===== config.mk =====
export PLATFORM = sky130hd
export DESIGN_NAME = layer_seq_ctrl
export DESIGN_NICKNAME = d
export VERILOG_FILES = /design/src/rtl/lseq_pkg.sv /design/src/rtl/lseq_rec_assembler.sv /design/src/rtl/lseq_fetch_fsm.sv /design/src/rtl/layer_seq_ctrl.sv
export SDC_FILE = /design/constraint.sdc
export NUM_CORES = 1
export LEC_CHECK = 0
export BUFFER_PORTS_ARGS = -buffer_cell sky130_fd_sc_hd__buf_2
export CAP_MARGIN = 15
export CORE_UTILIZATION = 51
export CTS_BUF_LIST = sky130_fd_sc_hd__clkbuf_16
export DETAILED_ROUTE_END_ITERATION = 12
export HOLD_SLACK_MARGIN = 0.15
export PLACE_DENSITY = 0.74
export SYNTH_ARGS = -nofsm -noshare
export SYNTH_HDL_FRONTEND = slang
export SYNTH_SLANG_ARGS = --single-unit

===== constraint.sdc =====
create_clock -name clk -period 2.5 [get_ports clk]
set_input_delay 0.375 -clock clk [delete_from_list [all_inputs] [get_ports clk]]
set_output_delay 0.375 -clock clk [all_outputs]
set_load 0.01 [all_outputs]

===== src/rtl/lseq_pkg.sv =====
package lseq_pkg;
  typedef enum logic [1:0] {
    ST_IDLE  = 2'd0,
    ST_FETCH = 2'd1,
    ST_LOAD  = 2'd2,
    ST_RUN   = 2'd3
  } seq_state_e;
endpackage


===== src/rtl/lseq_rec_assembler.sv =====
// Collects the words returned by the RAM into one record.
module lseq_rec_assembler #(
  parameter int WORD_W = 32,
  parameter int WORDS  = 8,
  parameter int RD_LAT = 1
) (
  input  logic                      clk,
  input  logic                      rst_n,
  input  logic                      clr,
  input  logic                      rd_issue,
  input  logic [WORD_W-1:0]         rd_data,
  output logic [WORD_W*WORDS-1:0]   rec,
  output logic                      last_word
);
  localparam int IDX_W = (WORDS > 1) ? $clog2(WORDS) : 1;

  logic [RD_LAT-1:0] vld_pipe;
  logic              rsp_vld;
  logic [IDX_W-1:0]  idx;

  // Read-valid delay line matching the RAM latency
  generate
    if (RD_LAT == 1) begin : g_lat1
      always_ff @(posedge clk) begin
        if (!rst_n) vld_pipe <= '0;
        else        vld_pipe <= rd_issue;
      end
    end else begin : g_latn
      always_ff @(posedge clk) begin
        if (!rst_n) vld_pipe <= '0;
        else        vld_pipe <= {vld_pipe[RD_LAT-2:0], rd_issue};
      end
    end
  endgenerate

  assign rsp_vld   = vld_pipe[RD_LAT-1];
  assign last_word = rsp_vld && (idx == IDX_W'(WORDS-1));

  always_ff @(posedge clk) begin
    if (!rst_n) begin
      idx <= '0;
      rec <= '0;
    end else if (clr) begin
      idx <= '0;
    end else if (rsp_vld) begin
      rec[idx*WORD_W +: WORD_W] <= rd_data;
      idx <= idx + IDX_W'(1);
    end
  end


  rsp_in_fetch_chk: assert property (@(posedge clk) disable iff (!rst_n)
    rsp_vld |-> !clr);
endmodule


===== src/rtl/lseq_fetch_fsm.sv =====
// Sequencing state machine: read issue, apply, wait for layer end.
module lseq_fetch_fsm
  import lseq_pkg::*;
#(
  parameter int WORDS  = 8,
  parameter int ADDR_W = 8
) (
  input  logic              clk,
  input  logic              rst_n,
  input  logic              start,
  input  logic              layer_done,
  input  logic              last_word,
  input  logic              last_flag,
  output logic              rd_en,
  output logic [ADDR_W-1:0] rd_addr,
  output logic              clr,
  output logic              load,
  output logic              layer_go,
  output logic              done,
  output logic              busy
);
  localparam int ISS_W = $clog2(WORDS + 1);

  seq_state_e        state;
  logic [ADDR_W-1:0] base;
  logic [ISS_W-1:0]  iss;

  assign rd_en   = (state == ST_FETCH) && (iss != ISS_W'(WORDS));
  assign rd_addr = base + ADDR_W'(iss);
  assign clr     = (state != ST_FETCH);
  assign load    = (state == ST_LOAD);
  assign busy    = (state != ST_IDLE);

  always_ff @(posedge clk) begin
    if (!rst_n) begin
      state    <= ST_IDLE;
      base     <= '0;
      iss      <= '0;
      layer_go <= 1'b0;
      done     <= 1'b0;
    end else begin
      layer_go <= 1'b0;
      done     <= 1'b0;
      case (state)
        ST_IDLE: if (start) begin
          base  <= '0;
          iss   <= '0;
          state <= ST_FETCH;
        end
        ST_FETCH: begin
          if (rd_en) iss <= iss + ISS_W'(1);
          if (last_word) state <= ST_LOAD;
        end
        ST_LOAD: begin
          layer_go <= 1'b1;
          state    <= ST_RUN;
        end
        ST_RUN: if (layer_done) begin
          if (last_flag) begin
            done  <= 1'b1;
            state <= ST_IDLE;
          end else begin
            base  <= base + ADDR_W'(WORDS);
            iss   <= '0;
            state <= ST_FETCH;
          end
        end
        default: state <= ST_IDLE;
      endcase
    end
  end


  addr_step_chk: assert property (@(posedge clk) disable iff (!rst_n)
    (rd_en && $past(rd_en)) |-> (rd_addr == $past(rd_addr) + ADDR_W'(1)));

  go_pulse_chk: assert property (@(posedge clk) disable iff (!rst_n)
    layer_go |=> !layer_go);

  done_idle_chk: assert property (@(posedge clk) disable iff (!rst_n)
    done |-> (!busy && !rd_en));

  start_busy_chk: assert property (@(posedge clk) disable iff (!rst_n)
    (busy && start && state != ST_RUN) |=> busy);
endmodule


===== src/rtl/layer_seq_ctrl.sv =====
module layer_seq_ctrl #(
  parameter int WORD_W = 32,
  parameter int WORDS  = 8,
  parameter int ADDR_W = 8,
  parameter int RD_LAT = 1
) (
  input  logic                    clk,
  input  logic                    rst_n,
  input  logic                    start,
  output logic                    busy,
  output logic                    done,
  output logic                    mem_rd_en,
  output logic [ADDR_W-1:0]       mem_addr,
  input  logic [WORD_W-1:0]       mem_rd_data,
  output logic [WORD_W*WORDS-1:0] layer_settings,
  output logic                    layer_go,
  input  logic                    layer_done
);
  localparam int REC_W = WORD_W * WORDS;

  logic             clr, load, last_word;
  logic [REC_W-1:0] rec;
  logic [REC_W-1:0] settings_q;

  lseq_fetch_fsm #(.WORDS(WORDS), .ADDR_W(ADDR_W)) u_fsm (
    .clk       (clk),
    .rst_n     (rst_n),
    .start     (start),
    .layer_done(layer_done),
    .last_word (last_word),
    .last_flag (settings_q[REC_W-1]),
    .rd_en     (mem_rd_en),
    .rd_addr   (mem_addr),
    .clr       (clr),
    .load      (load),
    .layer_go  (layer_go),
    .done      (done),
    .busy      (busy)
  );

  lseq_rec_assembler #(.WORD_W(WORD_W), .WORDS(WORDS), .RD_LAT(RD_LAT)) u_asm (
    .clk      (clk),
    .rst_n    (rst_n),
    .clr      (clr),
    .rd_issue (mem_rd_en),
    .rd_data  (mem_rd_data),
    .rec      (rec),
    .last_word(last_word)
  );

  // Held settings, updated once per layer
  always_ff @(posedge clk) begin
    if (!rst_n)    settings_q <= '0;
    else if (load) settings_q <= rec;
  end

  assign layer_settings = settings_q;


  settings_hold_chk: assert property (@(posedge clk) disable iff (!rst_n)
    (layer_settings != $past(layer_settings)) |-> layer_go);

  restart_zero_chk: assert property (@(posedge clk) disable iff (!rst_n)
    (start && !busy) |=> (mem_rd_en && mem_addr == '0));

  no_read_idle_chk: assert property (@(posedge clk) disable iff (!rst_n)
    mem_rd_en |-> busy);
endmodule


## After elaboration in Yosys (flattened, before gate mapping)

Index checks and enable logic that the tools add are counted.

- $add $sub $neg: 5
- Equal/unequal tests: 11
- Shifts and indexed selects: 2
- Muxes and demuxes: 17
- Bitwise operators: 2
- Reduce and logical (&&, ||, !) cells: 12

Operators with widths:

| kind | number |
|---|---|
| bitwise mux 256 bit | 1 |
| variable shift 32 x 34 -> 256 bit (first input constant) | 1 |
| variable part select 32 x 34 -> 256 bit | 1 |
| negator 8 -> 34 bit | 1 |
| 2-to-1 mux 8 bit | 3 |
| 2-to-1 mux 4 bit | 4 |
| case mux 8 bit (2 select lines) | 1 |
| case mux 4 bit (3 select lines) | 1 |
| adder 8 x 4 -> 8 bit | 1 |
| adder 8 x 4 -> 8 bit (second input constant) | 1 |
| inequality test 2 bit (second input constant) | 4 |
| case mux 2 bit (4 select lines) | 1 |
| 2-to-1 mux 2 bit | 3 |
| AND reduction 3 bit | 2 |
| AND reduction 5 bit | 1 |
| adder 4 x 1 -> 4 bit (second input constant) | 1 |
| == test 2 bit (second input constant) | 2 |
| inequality test 2 x 1 -> 1 bit (second input constant) | 2 |
| inequality test 4 bit (second input constant) | 1 |
| AND reduction 4 bit | 1 |
| nonzero test 2 bit | 2 |
| adder 3 x 1 -> 3 bit (second input constant) | 1 |
| == test 3 bit (second input constant) | 1 |
| 2-to-1 mux 1 bit | 3 |
| 7 further kinds | 9 |

- Flip-flop bits (word level): 532
- Output and inout bits: 268

## Longest topological paths before layout

- Depth in word-level cells: 4
- Depth in mapped cells: 10
- Depth with buffers taken out: 7

## Hierarchy

A second synthesis with hierarchy kept.

- Cell total of the unflattened synthesis: 2010
- Area total of the unflattened synthesis: 21237.9 µm²

By module, submodules not included:

| module | times used | cells an instance | area each (µm²) |
|---|---|---|---|
| lseq_rec_assembler | 1 | 1086 | 10440.0 |
| layer_seq_ctrl | 1 | 825 | 9950.8 |
| lseq_fetch_fsm | 1 | 99 | 847.1 |

## Least setup slack after synthesis

OpenSTA, ideal clock, no wires.

- Path kind: register -> register
- From: register u_asm.idx[0]
- To: register u_asm.rec[86]
- Setup time: 0.117 ns
- Arrival time: 2.441 ns
- Data required time: 2.383 ns
- Slack: -0.057 ns
- Stages on the path, launching flop included: 11
- Clock period less this slack: 2.557 ns
- Cell sequence: dfxtp_1 > buf_2 > inv_1 > ha_1 > ha_1 > nand3b_1 > or4_1 > clkbuf_1 > and2_1 > buf_2 > a22o_1

- Cells in the longest elaborated chain, start to end: 3

Ends and longest elaborated chain:

| item | RTL line | RTL |
|---|---|---|
| from (decl) | lseq_rec_assembler.sv:19 | `logic [IDX_W-1:0] idx;` |
| from (signal assigned) | lseq_rec_assembler.sv:47 | `idx <= idx + IDX_W'(1);` |
| negator 8 -> 34 bit (*) | lseq_rec_assembler.sv:46 | `rec[idx*WORD_W +: WORD_W] <= rd_data;` |
| variable part select 32 x 34 -> 256 bit / variable shift 32 x 34 -> 256 bit (equally long branches) | lseq_rec_assembler.sv:46 |  |
| bitwise mux 256 bit (*) | lseq_rec_assembler.sv:46 |  |
| to (signal, indexed assignment) | lseq_rec_assembler.sv:46 |  |
| to (decl) | lseq_rec_assembler.sv:12 | `output logic [WORD_W*WORDS-1:0] rec,` |

Every way passes the cells marked *; elsewhere a longest branch is shown, timed or not.
A chain may end at the register's enable or synchronous reset.

## Worst setup path after layout

- From: register u_asm.idx[0]
- To: register u_fsm.state[0]

- Cells in the longest elaborated chain, start to end: 4

Ends and longest elaborated chain:

| item | RTL line | RTL |
|---|---|---|
| == test 3 bit | lseq_rec_assembler.sv:37 | `assign last_word = rsp_vld && (idx == IDX_W'(WORDS-1));` |
| logical AND 1 bit | lseq_rec_assembler.sv:37 |  |
| inequality test 2 bit (no source line) | -- |  |
| AND reduction 3 bit (no source line) | -- |  |
| to (signal assigned) | lseq_fetch_fsm.sv:36 | `state <= ST_IDLE;` |
| to (signal assigned) | lseq_fetch_fsm.sv:48 | `state <= ST_FETCH;` |
| to (signal assigned) | lseq_fetch_fsm.sv:52 | `if (last_word) state <= ST_LOAD;` |
| to (decl) | lseq_fetch_fsm.sv:24 | `seq_state_e state;` |

Every way passes these cells.

==> flow_summary_export.csv <==
group,metric,value,unit
placed_design,dp_slack,21.28,ps
flow_run,drv_cap,0,
power,total_power,18.76,mW
power,peakVddDrop,0.5998,mV
placed_design,placedCellCount,2708,
synthesis,syn_nets,2094,
floorplan,ios,304,
clock_network,cts_sinks,529,
power,power.internal,13.85,mW
hold_path,hold_class,"input pin to flip-flop",
timing,setup_ws,133.6,ps
finish,fillers,3184,
timing,worstMarginPinSlew,746.5,ps
power,pwr-share-seq,45.7,%
clock_network,cts_buffers,52,
timing,finalCriticalPeriod,2366,ps
floorplan,initial_core_util,52.18,%
power,swShare,26.18,%
routing,num_vias,15540,
global_routing,grt_max_degree,157,
finish,drive_above_1_share,19.18,%
routing,drt-initial-drc-count,1293,
worst_setup_path,reg2reg_to,"u_fsm.state[0]",
power,power_frac_comb,14.6,%
power,power.switching,4.913,mW
placed_design,port_buffers,303,
global_routing,grt-ovfl-total,0,
synthesis,synthCells,2044,
power,power.leakage,8.838,nW
routing,viasPerCell,5.539,
synthesis,synth_flop_cell,"dfxtp_1",
synthesis,synth_edf_count,0,
timing,slew_headroom,50.24,%
clock_network,clock_path_buffers,3,
global_routing,grt_pass1_wl,85.81,mm
worst_setup_path,worstSetupStartpointType,"flip-flop",
hold_path,hold-path-cell-count,3,
floorplan,die_h,199.0,um
worst_setup_path,worstPathMaxFanout,57,
floorplan,core_area,37930,um^2
placed_design,hpwl,36.03,mm
synthesis,synth-async-reset-ratio,0,%
finish,final_common_cell,"dfxtp_1",
worst_setup_path,crit_type,"flip-flop to flip-flop",
timing,post-route-period-util,94.66,%
worst_setup_path,required,2940,ps
synthesis,synth_seq_cells,529,
clock_network,clock_latency,590,ps
finish,area_growth,18.24,%
power,powerDensity,801.7,nW/um^2
timing,rsz0062_at_grt,"false",
hold_path,min_from,"mem_rd_data[28]",
synthesis,syn_avg_cell_area,9.684,um^2
timing,max_freq,422.6,MHz
global_routing,track_usage,28.89,%
global_routing,antenna_found_initial,1,
routing,ant_nets,0,
worst_setup_path,rr_startpoint,"u_asm.idx[0]",
synthesis,yosysWarnings,0,
power,clockPowerShare,39.7,%
timing,setup_viol,0,
worst_setup_path,reg2reg_depth,7,
synthesis,synth.distinct_cells,50,
clock_network,cts_tree,"yes",
hold_path,hold_end,"u_asm.rec[28]",
routing,drc_errors,0,
finish,final_nets,2305,
clock_network,cts.htree.levels,2,
floorplan,dieArea,39600,um^2
placed_design,place_congestion,0.8331,
routing,dr.pass1.iters,7,
routing,avgRoutedWirePerCell,20.72,um
timing,drv_slew,0,
timing,fin_skew,12.90,ps
timing,finalSetupTns,0,ps
floorplan,die-width,199.0,um
clock_network,cts_root_buf,"clkbuf_16",
finish,layout_common_cells,"dfxtp_1 (528), buf_2 (302), mux2i_1 (260)",
clock_network,clk_pin_slew,60,ps
global_routing,first_global_vias,14300,
finish,layoutNonFillerInstCount,2806,
worst_setup_path,worst_ep_arrival_time,2810,ps
timing,final_hold_viol_count,0,
synthesis,yosysSeqAreaShare,53.50,%
worst_setup_path,end_kind,"flip-flop",
floorplan,fp-row-count,71,
synthesis,syn_area,19790,um^2
routing,drt-total-wl,58.15,mm
worst_setup_path,regToRegSetupSlack,130,ps
run_status,status,"finished clean",
[synthesized netlist by cell type, drive strengths merged, types with 3 or more instances]
cell type / number / share of area [%]
dfxtp: 529 / 54
mux2i: 260 / 13
nand2: 219 / 4.2
nand3: 190 / 4.8
nor2: 173 / 3.3
clkbuf: 159 / 3.2
a21boi: 145 / 5.5
nor2b: 100 / 3.2
o21ai: 76 / 1.9
buf: 39 / 0.91
nand4: 33 / 1.0
a32o: 32 / 1.6
ha: 14 / 0.88
inv: 11 / 0.21
a22o: 9 / 0.40
xnor2: 6 / 0.27
nor4: 5 / 0.37
a21oi: 4 / 0.10
nand2b: 4 / 0.13
or3: 4 / 0.13
a211oi: 3 / 0.11
nor3: 3 / 0.10
[critical path, cell delays in order, from the launching register on]
cell and delay [ps]:
dfxtp_4 340, buf_4 560, ha_1 270, ha_1 140
nand2_1 90, a211oi_1 430, nor4b_1 290, a211oi_1 90
[layout make-up]
class | count | area [um^2] | area share [%]
clock buffer | 53 | 1326 | 5.667
sequential | 529 | 10590 | 45.26
clock inverter | 40 | 272.8 | 1.165
multi-input combinational | 1306 | 8443 | 36.07
inverter | 11 | 46.29 | 0.1978
timing repair buffer | 355 | 2081 | 8.890
tap | 511 | 639.4 | 2.732
antenna | 1 | 2.502 | 0.01069
[per-layer routing]
metal	up-vias	share of wire [%]	global-route usage (%)
met3	133	8.3	7.172
met4	0	5.0	14.53
met1	7436	42	37.51
li1	7390	-	-
met2	583	45	44.57
met5	-	0	0
[flip-flops by register name (all words and copies together) (netlist names)]
name and count:
u_fsm.state 2, u_asm.rsp_vld 1, u_fsm.base 5, u_asm.rec 256, layer_settings 256, u_fsm.layer_go 1
u_fsm.iss 4, u_asm.idx 3, u_fsm.done 1
[what timing repair did]
item / 4_1_cts / 5_1_grt
gates resized for setup: 0 / 5
hold buffers: 2 / 0
hold endpoints to repair: 23 / 0
buffers inserted: 0 / 1
setup endpoints to repair: 0 / 97
[metrics by stage]
stage                     util [%]  instance area [um^2]  hold WS [ps]
after detailed placement     57.32                 21740         445.7
after CTS                    61.59                 23360         196.6
after global placement       57.32                 21740         434.7
final                        61.70                 23400         219.7
after floorplan                  -                 19810         428.1
after global routing         61.69                 23400         223.1
[worst max-delay path by stage]
stage	from	to	slack [ps]	depth (start not counted)
final	u_asm.idx[0]	u_fsm.state[0]	130	7
after global routing	u_asm.idx[0]	u_fsm.state[0]	5	7
after CTS	u_asm.idx[0]	u_asm.rec[169]	30	7
after detailed placement	u_asm.idx[0]	u_fsm.state[0]	20	7
after global placement	u_asm.idx[0]	u_asm.rec[161]	150	7
after floorplan	u_asm.idx[0]	u_asm.rec[86]	30	10
[cells by family after synthesis]
group | after synthesis | share of synthesized area, %
mux | 260 | 13.15
fa+ha+maj | 14 | 0.8850
xor+xnor | 7 | 0.3097
flops | 529 | 53.50
compound gates | 279 | 10.08
buf+inv | 209 | 4.298
simple gates | 746 | 17.78
[power groups by stage]
stage               clock network [mW]  registers, mW  logic (mW)
detailed placement                   0           8.76        2.74
global placement                     0           8.75        2.69
finish                            7.44           8.57        2.75
floorplan                            0           8.74        2.00
CTS                               7.54           8.57        2.74
global route                      7.89           8.57        2.89
Power figures use the tool's default switching activity.
